<file path="src/rtl/swf_pkg.sv">
package swf_pkg;
  typedef enum logic [1:0] {
    FMT_LOW    = 2'd0,
    FMT_HIGH   = 2'd1,
    FMT_PACK   = 2'd2,
    FMT_RSVD   = 2'd3
  } fmt_e;

  typedef enum logic [1:0] {
    PRE_NONE  = 2'd0,
    PRE_BLOCK = 2'd1,
    PRE_CHA   = 2'd2,
    PRE_CHB   = 2'd3
  } pre_e;

  typedef struct packed {
    logic       cbit;
    logic       ubit;
    logic       vbit;
    logic       perr;
  } flags_t;

  typedef struct packed {
    logic       pt;
    logic       cu;
    logic       val;
    logic       par;
  } mask_t;
endpackage

</file>
<file path="src/rtl/swf_pair_gather.sv">
module swf_pair_gather
  import swf_pkg::*;
#(
  parameter int SAMPLE_W = 24,
  parameter int HALF_W   = 16
) (
  input  logic                clk_i,
  input  logic                rst_ni,
  input  logic                sub_vld_i,
  input  logic [SAMPLE_W-1:0] sample_i,
  input  logic [1:0]          pre_i,
  input  logic                sync_i,
  input  logic [1:0]          fmt_i,
  input  logic                order_i,
  output logic                load_o,
  output logic [HALF_W-1:0]   first_hi_o
);
  localparam int HI_LSB = SAMPLE_W - HALF_W;

  logic aligned_q, half_q;
  logic [HALF_W-1:0] first_q;
  logic is_cha, accept, packed_mode;

  assign is_cha      = (pre_i == PRE_BLOCK) || (pre_i == PRE_CHA);
  assign accept      = sub_vld_i && !sync_i && (!order_i || aligned_q || is_cha);
  assign packed_mode = (fmt_i == FMT_PACK);
  assign load_o      = accept && (!packed_mode || half_q);
  assign first_hi_o  = first_q;

  always_ff @(posedge clk_i or negedge rst_ni) begin
    if (!rst_ni) begin
      aligned_q <= 1'b0;
      half_q    <= 1'b0;
      first_q   <= '0;
    end else if (sync_i) begin
      aligned_q <= 1'b0;
      half_q    <= 1'b0;
    end else if (accept) begin
      aligned_q <= 1'b1;
      if (packed_mode && !half_q) begin
        half_q  <= 1'b1;
        first_q <= sample_i[SAMPLE_W-1:HI_LSB];
      end else begin
        half_q  <= 1'b0;
      end
    end
  end

  // in order mode the first subframe taken after sync is channel A
  p_first_is_cha_r9: assert property (@(posedge clk_i) disable iff (!rst_ni)
    accept && order_i && !aligned_q |-> is_cha);

  // a packed word is only emitted on the second half of a pair
  p_pair_second_r3: assert property (@(posedge clk_i) disable iff (!rst_ni)
    load_o && packed_mode |-> half_q);

  p_sync_drops_half_r9: assert property (@(posedge clk_i) disable iff (!rst_ni)
    sync_i |=> !half_q);
endmodule

</file>
<file path="src/rtl/swf_word_build.sv">
module swf_word_build
  import swf_pkg::*;
#(
  parameter int SAMPLE_W = 24,
  parameter int HALF_W   = 16,
  parameter int WORD_W   = 32
) (
  input  logic [SAMPLE_W-1:0] sample_i,
  input  flags_t              flags_i,
  input  logic [1:0]          pre_i,
  input  mask_t               mask_i,
  input  logic [1:0]          fmt_i,
  input  logic [HALF_W-1:0]   first_hi_i,
  output logic [WORD_W-1:0]   word_o
);
  localparam int HI_LSB = SAMPLE_W - HALF_W;
  localparam int META_W = WORD_W - SAMPLE_W;
  localparam int PAD_W  = META_W - 6;

  flags_t      fl;
  logic [1:0]  pt;
  logic [5:0]  meta;

  always_comb begin
    fl.perr = flags_i.perr & ~mask_i.par;
    fl.vbit = flags_i.vbit & ~mask_i.val;
    fl.ubit = flags_i.ubit & ~mask_i.cu;
    fl.cbit = flags_i.cbit & ~mask_i.cu;
    pt      = pre_i & {2{~mask_i.pt}};
    meta    = {pt, fl.cbit, fl.ubit, fl.vbit, fl.perr};
  end

  always_comb begin
    unique case (fmt_i)
      FMT_HIGH: word_o = {sample_i, {PAD_W{1'b0}}, meta};
      FMT_PACK: word_o = {{(WORD_W-2*HALF_W){1'b0}}, sample_i[SAMPLE_W-1:HI_LSB], first_hi_i};
      default:  word_o = {{PAD_W{1'b0}}, meta, sample_i};
    endcase
  end
endmodule

</file>
<file path="src/rtl/swf_hold_reg.sv">
module swf_hold_reg #(
  parameter int WORD_W = 32
) (
  input  logic              clk_i,
  input  logic              rst_ni,
  input  logic              load_i,
  input  logic [WORD_W-1:0] word_i,
  input  logic              rd_i,
  input  logic              ovr_clr_i,
  output logic [WORD_W-1:0] data_o,
  output logic              full_o,
  output logic              ovr_o
);
  logic [WORD_W-1:0] data_q;
  logic full_q, ovr_q, blocked;

  assign blocked = full_q && !rd_i;

  always_ff @(posedge clk_i or negedge rst_ni) begin
    if (!rst_ni) begin
      data_q <= '0;
      full_q <= 1'b0;
      ovr_q  <= 1'b0;
    end else begin
      ovr_q <= (ovr_q && !ovr_clr_i) || (load_i && blocked);
      if (load_i && !blocked) begin
        data_q <= word_i;
        full_q <= 1'b1;
      end else if (rd_i) begin
        full_q <= 1'b0;
      end
    end
  end

  assign data_o = data_q;
  assign full_o = full_q;
  assign ovr_o  = ovr_q;

  // an unread word is never replaced
  p_keep_unread_r7: assert property (@(posedge clk_i) disable iff (!rst_ni)
    full_q && !rd_i |=> $stable(data_q) && full_q);

  p_ovr_sticky_r7: assert property (@(posedge clk_i) disable iff (!rst_ni)
    ovr_q && !ovr_clr_i |=> ovr_q);

  // a read with no arriving word empties the register
  p_read_empties_r6: assert property (@(posedge clk_i) disable iff (!rst_ni)
    rd_i && full_q && !load_i |=> !full_q);

  p_load_fills_r6: assert property (@(posedge clk_i) disable iff (!rst_ni)
    load_i |=> full_q);
endmodule

</file>
<file path="src/rtl/sample_word_fmt.sv">
module sample_word_fmt
  import swf_pkg::*;
#(
  parameter int SAMPLE_W = 24,
  parameter int HALF_W   = 16
) (
  input  logic                clk_i,
  input  logic                rst_ni,
  input  logic                sub_vld_i,
  input  logic [SAMPLE_W-1:0] sample_i,
  input  logic                par_err_i,
  input  logic                vbit_i,
  input  logic                ubit_i,
  input  logic                cbit_i,
  input  logic [1:0]          pre_i,
  input  logic                sync_i,
  input  logic [1:0]          fmt_i,
  input  logic                mask_par_i,
  input  logic                mask_val_i,
  input  logic                mask_cu_i,
  input  logic                mask_pt_i,
  input  logic                order_i,
  input  logic                dma_en_i,
  input  logic                rd_i,
  input  logic                ovr_clr_i,
  output logic [SAMPLE_W+7:0] data_o,
  output logic                full_o,
  output logic                ovr_o,
  output logic                dma_req_o
);
  localparam int WORD_W = SAMPLE_W + 8;

  logic              load;
  logic [HALF_W-1:0] first_hi;
  logic [WORD_W-1:0] word;
  flags_t            flags;
  mask_t             mask;

  assign flags = '{cbit: cbit_i, ubit: ubit_i, vbit: vbit_i, perr: par_err_i};
  assign mask  = '{pt: mask_pt_i, cu: mask_cu_i, val: mask_val_i, par: mask_par_i};

  swf_pair_gather #(.SAMPLE_W(SAMPLE_W), .HALF_W(HALF_W)) u_gather (
    .clk_i      (clk_i),
    .rst_ni     (rst_ni),
    .sub_vld_i  (sub_vld_i),
    .sample_i   (sample_i),
    .pre_i      (pre_i),
    .sync_i     (sync_i),
    .fmt_i      (fmt_i),
    .order_i    (order_i),
    .load_o     (load),
    .first_hi_o (first_hi)
  );

  swf_word_build #(.SAMPLE_W(SAMPLE_W), .HALF_W(HALF_W), .WORD_W(WORD_W)) u_build (
    .sample_i   (sample_i),
    .flags_i    (flags),
    .pre_i      (pre_i),
    .mask_i     (mask),
    .fmt_i      (fmt_i),
    .first_hi_i (first_hi),
    .word_o     (word)
  );

  swf_hold_reg #(.WORD_W(WORD_W)) u_hold (
    .clk_i     (clk_i),
    .rst_ni    (rst_ni),
    .load_i    (load),
    .word_i    (word),
    .rd_i      (rd_i),
    .ovr_clr_i (ovr_clr_i),
    .data_o    (data_o),
    .full_o    (full_o),
    .ovr_o     (ovr_o)
  );

  assign dma_req_o = dma_en_i && full_o;

  // overrun only ever rises while a word was pending
  p_ovr_needs_full_r7: assert property (@(posedge clk_i) disable iff (!rst_ni)
    $rose(ovr_o) |-> $past(full_o));

  // a lone first half never fills the register
  p_pack_no_early_r3: assert property (@(posedge clk_i) disable iff (!rst_ni)
    !full_o && sub_vld_i && !sync_i && fmt_i == FMT_PACK && !load |=> !full_o || rd_i == 1'b0);
endmodule

</file>
<file path="config.mk">
export PLATFORM = sky130hd
export DESIGN_NAME = sample_word_fmt
export DESIGN_NICKNAME = d
export VERILOG_FILES = /design/src/rtl/swf_pkg.sv /design/src/rtl/swf_pair_gather.sv /design/src/rtl/swf_word_build.sv /design/src/rtl/swf_hold_reg.sv /design/src/rtl/sample_word_fmt.sv
export SDC_FILE = /design/constraint.sdc
export NUM_CORES = 1
export LEC_CHECK = 0
export ABC_AREA = 1
export BUFFER_PORTS_ARGS = -buffer_cell sky130_fd_sc_hd__buf_4
export CORE_MARGIN = 2
export CORE_UTILIZATION = 57
export DETAILED_ROUTE_END_ITERATION = 16
export MAX_ROUTING_LAYER = met4
export PLACE_DENSITY = 0.88
export SYNTH_ARGS = -nofsm -noshare
export SYNTH_HDL_FRONTEND = slang
export SYNTH_HIERARCHICAL = 1
export SYNTH_SLANG_ARGS = --single-unit
</file>
<file path="constraint.sdc">
create_clock -name clk_i -period 3.86 [get_ports clk_i]
set_input_delay 0.579 -clock clk_i [delete_from_list [all_inputs] [get_ports clk_i]]
set_output_delay 0.579 -clock clk_i [all_outputs]
set_load 0.02 [all_outputs]
</file>
==> results of run 1 <==
cells by family (layout without fill, tap and decap cells):
group | after synthesis | after routing | share of synthesized area
and+or+nand+nor | 279 | 279 | 0.448
buffers and inverters | 43 | 109 | 0.0967
adders and majority gates | 2 | 2 | 0.00855
AOI/OAI and AO/OA | 1 | 1 | 0.00214
DFF | 52 | 52 | 0.445
state kept, by name, summed over array words and instances (netlist names):
register and flops:
u_hold/data_o 32, u_gather/first_hi_o 16, u_gather/aligned_q 1, u_gather/half_q 1
u_hold/full_o 1, u_hold/ovr_o 1
layer usage:
metal	up-vias	track usage
li1	1340	-
met1	1271	0.393
met2	137	0.447
met3	12	0.0450
met4	0	0.0936
met5	-	-
how the worst max path moves through the flow:
stage                     startpoint                 to  slack (ns)  cells after the start
final                         sync_i  u_hold/data_o[10]        1.88                      7
after floorplan             fmt_i[0]  u_hold/data_o[16]        2.23                      9
after global routing          sync_i  u_hold/data_o[20]        1.76                      7
after global placement        sync_i   u_hold/data_o[8]        1.67                      7
after detailed placement      sync_i  u_hold/data_o[16]        1.59                      7
after CTS                     sync_i  u_hold/data_o[16]        1.93                      7
power by group:
part / switching [W] / internal, W
combinational: 0.000296 / 0.000195
sequential: 0.0000726 / 0.000654
clock: 0.000187 / 0.000129
cell usage in the layout, fill, tap and decap left out:
master	synthesis	layout
nand2_1	158	158
nand4_1	16	16
nand3_2	2	2
nand3_4	2	2
clkbuf_8	1	5
inv_6	2	3
nor2_2	1	2
nand2_2	11	11
nor2_4	3	3
o22ai_1	1	1
ha_1	2	2
nor2_8	1	1
nand2_4	3	3
buf_4	7	80
clkinvlp_4	0	1
dfrtp_1	52	52
nor2_1	9	8
inv_1	16	16
inv_2	2	2
clkinv_2	0	1
nand3_1	73	73
clkinv_1	1	1
worst max-delay path: cells and delay by family:
family                 cells  cell delay (ns)
AND/OR/NAND/NOR            5             1.16
buffers and inverters      2             0.47
area by class of cell:
type / instances / area [um^2]
well taps: 70 / 87.6
flip-flops and latches: 52 / 1300
clock inverters: 3 / 21.3
multi-input cells: 282 / 1340
repair buffers: 80 / 601
clock buffers: 5 / 68.8
inverters: 21 / 88.8
fillers: 414 / 1530
metrics by stage:
stage          worst slack [ns]  cells
2_1_floorplan              2.23    377
3_3_place_gp               1.67    505
3_5_place_dp               1.59    505
4_1_cts                    1.93    513
5_1_grt                    1.76    513
6_report                   1.88    513
==> out/results.ini, run 1 <==
[run_status]
status = complete, no violations

[critical_path]
crit_type = primary input to flip-flop
crit_path_top_delay_cell = nor2_2
crit_path_end_kind = flip-flop
r2r_end = u_hold/data_o[10]
cp-start-kind = primary input
path_max_fanout = 26
r2r_slack_ns = 2.06
reg2reg_depth = 7
critPathMaxStageDelay_ns = 0.38
arrival_ns = 2.22
reg2reg_from = u_gather/aligned_q
worstPathRequired_ns = 4.10
crit_chain = buf_4 -> nor2_4 -> nand2_1 -> nor2_2 -> buf_4 -> nand3_1 -> nand2_1

[cts]
clk_latency_ns = 0.31
clock-root-buffer = clkbuf_8
clockBufferDepth = 2
ctsResizeCount = 0
cts_buffers = 5
post_cts_buffers = 0
cts_tree = done
h-tree-depth = 2
clkTransAtPathRegs_ns = 0.10
cts_hold_buf = 0
clock_sinks = 52

[logic_synthesis]
synth_enable_flop_cells = 0
synth-async-reset-ratio = 1.00
synth.yosys.seq_area_share = 0.445
netlist_instances = 377
synth_common_cells = nand2_1, nand3_1, dfrtp_1, inv_1, nand4_1
netlist_area_um2 = 2930
synthTopCellsByArea = dfrtp_1, nand2_1, nand3_1, nand4_1, nand2_2
synth_seq_cells = 52
synth.distinct_cells = 23
synth-warning-count = 6
yosysMostFrequentCell = nand2_1
synthesis.nets = 423
yosys.area.top_type = dfrtp_1
synth_top_area_frac = 0.445
yosys_most_used_dff = dfrtp_1
syn_avg_cell_area_um2 = 7.76

[global_route]
grtUsageTotal = 0.289
grt_pass1_wl_um = 12100
grt_start_max_net_pins = 53
grt_pass1_vias = 2576
antenna_found_initial = 0
overflow = 0

[place]
dpl_cell_area_um2 = 3420
gp_congestion = 0.966
place_hpwl_um = 5500
port_buffers = 78

[pwr]
powerDensity_nw_per_um2 = 436
power_w = 0.00153
leakagePower_nw = 1.97
peakVddDrop_mv = 0.228

[route]
first_iter_violations = 230
route.detailed.drc = 0
postRouteAntennaNets = 0
drt_first_pass_iters = 5
wirelength_um = 7470
wl_met1_um = 3130
top_layer_used = met4
met3WireLength_um = 581
vias = 2760
wire_per_inst_um = 14.6
route.met2.wl_um = 3630
vias_per_cell = 5.38

[sta]
period_needed_ns = 1.98
hold_ws_ns = 0.272
max_freq_mhz = 505
fin_crit_sh = 0.513
maxSlewHeadroom = 0.564
hold_violations = 0
slew_violations = 0
tightest_slew_ns = 0.654
setup_viol = 0
grt_setup_unrepaired = no
fin_skew_ns = 0.0149
finalSetupTns_ns = 0

[final_layout]
drive_gt1_frac = 0.262
stdcell_area_um2 = 3510
fin_nets = 488
syn_to_final_growth_pct = 20.1
utilization = 0.697
n_antenna_cell = 0

[floorplan]
coreArea_um2 = 5040
die_w_um = 75.6
die_h_um = 75.6
dieArea_um2 = 5720
start_util = 0.580
rows = 26
boundaryPins = 79

[flow_run]
drv_cap = 0

[worst_hold_path]
min_path_type = primary input to async pin

(Power assumes the default switching activity.)
==> run 2: changes to the inputs <==
--- a/config.mk
+++ b/config.mk
@@ -5,13 +5,13 @@
 export SDC_FILE = /design/constraint.sdc
 export NUM_CORES = 1
 export LEC_CHECK = 0
-export ABC_AREA = 1
+export ABC_AREA = 0
 export BUFFER_PORTS_ARGS = -buffer_cell sky130_fd_sc_hd__buf_4
 export CORE_MARGIN = 2
-export CORE_UTILIZATION = 57
+export CORE_UTILIZATION = 47
 export DETAILED_ROUTE_END_ITERATION = 16
 export MAX_ROUTING_LAYER = met4
-export PLACE_DENSITY = 0.88
+export PLACE_DENSITY = 0.78
 export SYNTH_ARGS = -nofsm -noshare
 export SYNTH_HDL_FRONTEND = slang
 export SYNTH_HIERARCHICAL = 1
==> constraint.sdc (replaced) <==
create_clock -name clk_i -period 1.73 [get_ports clk_i]
set_input_delay 0.2595 -clock clk_i [delete_from_list [all_inputs] [get_ports clk_i]]
set_output_delay 0.2595 -clock clk_i [all_outputs]
set_load 0.02 [all_outputs]
==> run 2 against run 1 <==
Effect of this change: die area increased by 14%; critical path depth decreased by 1; synthesized cell count decreased by 45%; non-clock buffer count increased by 13; power increased to 2.6 times the previous value; clock skew decreased by 0.0077 ns; worst hold slack got worse by 0.14 ns; via count decreased by 30%; clock power increased to 2.7 times the previous value; worst setup slack got worse by 1.7 ns; final area increased by 2.7%; critical path type is now flip-flop to flip-flop.
==> out/results.ini, run 2 <==
[route]
drt_first_pass_iters = 4
vias_per_cell = 5.23
wirelength_um = 6060
route.detailed.drc = 0
vias = 1921
wire_per_inst_um = 16.5
first_iter_violations = 103
postRouteAntennaNets = 0

[logic_synthesis]
synth_seq_cells = 52
synthTopCellsByArea = dfrtp_1, mux2_4, a22o_1, mux2_2, nor2b_1
synth-async-reset-ratio = 1.00
syn_avg_cell_area_um2 = 13.4
synth_top_family_by_area = multiplexers
synth_enable_flop_cells = 0
yosys.area.top_type = dfrtp_1
yosys_most_used_dff = dfrtp_1
synth.yosys.seq_area_share = 0.471
netlist_instances = 207
synth.distinct_cells = 29
synth_common_cells = dfrtp_1, mux2_4, a22o_1, a21oi_1
synth_xor_area_frac = 0.00317
synthesis.nets = 253
synthAdderAreaFrac = 0.00905
netlist_area_um2 = 2770
synth_compound_area_frac = 0.130
synth-warning-count = 6
synth_top_area_frac = 0.471
yosys.area_share.simple = 0.0828
yosysMostFrequentCell = dfrtp_1
synthMuxAreaShare = 0.248

[sta]
period_needed_ns = 1.56
fin_skew_ns = 0.00720
slew_violations = 0
fin_ws_ns = 0.165
max_freq_mhz = 639
maxSlewHeadroom = 0.568
finalSetupTns_ns = 0
tightest_slew_ns = 0.648
setup_viol = 0
grt_setup_unrepaired = no
fin_crit_sh = 0.904
hold_violations = 0

[cts]
clock_sinks = 52
clk_latency_ns = 0.30
h-tree-depth = 2
clkTransAtPathRegs_ns = 0.10
cts_tree = done
clockBufferDepth = 2
clock-root-buffer = clkbuf_8
cts_buffers = 5

[pwr]
leakagePower_nw = 1.85
powerDensity_nw_per_um2 = 1100
peakVddDrop_mv = 0.590

[floorplan]
die_h_um = 80.7
rows = 27
boundaryPins = 79
die_w_um = 80.7
dieArea_um2 = 6510
coreArea_um2 = 5610
start_util = 0.493

[critical_path]
cp-start-kind = flip-flop
path_max_fanout = 20
crit_path_end_kind = flip-flop
worstPathRequired_ns = 1.93
crit_path_top_delay_cell = dfrtp_1
arrival_ns = 1.76
crit_type = flip-flop to flip-flop
critPathMaxStageDelay_ns = 0.39
crit_chain = nand2b_4 -> o21ai_1 -> nor2_1 -> nand2_4 -> buf_12 -> mux2_2

[final_layout]
stdcell_area_um2 = 3610
fin_nets = 340
largest_reg_flops = 32
instances_no_fill = 367
syn_to_final_growth_pct = 30.4
final_common_cell = buf_4
drive_gt1_frac = 0.522
utilization = 0.643
n_antenna_cell = 0
final_cell_mix = buf_4, dfrtp_1, mux2_4

[worst_hold_path]
min_path_type = primary input to flip-flop

[place]
dp.cells = 358
dpl_cell_area_um2 = 3480
place_hpwl_um = 4400
gp_congestion = 0.760
pre_cts_ws_ns = 0.0172
port_buffers = 78

[global_route]
grtUsageTotal = 0.208
grt_pass1_vias = 2002
overflow = 0
grt_start_max_net_pins = 53
grt_pass1_wl_um = 9940
antenna_found_initial = 0

[run_status]
status = complete, no violations

[flow_run]
drv_cap = 0

## run 2: final cells by class
| type | count | area, um^2 |
|---|---|---|
| Clock buffer | 5 | 68.8 |
| Inverter | 7 | 26.3 |
| Multi-Input combinational cell | 135 | 1310 |
| Timing Repair Buffer | 93 | 763 |
| Fill cell | 444 | 2000 |
| Sequential cell | 52 | 1300 |
| Tap cell | 72 | 90.1 |
| Clock inverter | 3 | 46.3 |
## run 2: path summary, 6_finish.rpt
path,slack (ns),to,cells past startpoint,startpoint
max in group asynchronous,0.78,u_hold/data_o[18],2,rst_ni
min,0.13,u_hold/ovr_o,2,ovr_clr_i
min reg2reg,0.52,u_hold/data_o[10],1,u_hold/data_o[10]
max reg2reg,0.17,u_hold/data_o[22],6,u_gather/aligned_q
min in group asynchronous,0.51,u_hold/ovr_o,2,rst_ni
max,0.17,u_hold/data_o[22],6,u_gather/aligned_q
## run 2: through the flow
stage | total power [W] | hold slack [ns]
finish | 0.00397 | 0.133
global route | 0.00418 | 0.125
CTS | 0.00402 | 0.122
detailed placement | 0.00315 | 0.340
global placement | 0.00311 | 0.332
floorplan | 0.00256 | -0.0361
## run 2: metal layers
| layer | GRT usage | vias up | share of wire |
|---|---|---|---|
| met2 | 0.330 | 51 | 0.50 |
| li1 | - | 916 | - |
| met4 | 0.0763 | 0 | 0.013 |
| met5 | - | - | 0 |
| met1 | 0.268 | 947 | 0.44 |
| met3 | 0.0371 | 7 | 0.043 |
## run 2: timing repair
item | in CTS | in global routing
endpoints found under the setup margin | 0 | 2
hold endpoints to repair | 20 | 0
buffers inserted | 0 | 0
resized for setup | 0 | 1
hold buffers | 1 | 0
## run 2: logic make-up (layout without fill, tap and decap cells)
family                   Yosys count  in the layout
flip-flops                        52             52
AO/OA/AOI/OAI                     50             50
multiplexers                      48             48
AND/OR/NAND/NOR                   34             34
buffers and inverters             20            108
adder cells (fa/ha/maj)            2              2
XOR/XNOR                           1              1
## run 2: critical path: cells and delay by family, from the launching register on
kind,cells,cell delay [ns]
DFF,1,0.39
AOI/OAI and AO/OA,1,0.17
muxes,1,0.35
buffers and inverters,1,0.19
and+or+nand+nor,3,0.35
## run 2: report_power, final
| group | switching [W] | internal [W] |
|---|---|---|
| logic | 0.000619 | 0.000805 |
| clock network | 0.000413 | 0.000436 |
| registers | 0.000185 | 0.00151 |
| total | 0.00122 | 0.00275 |
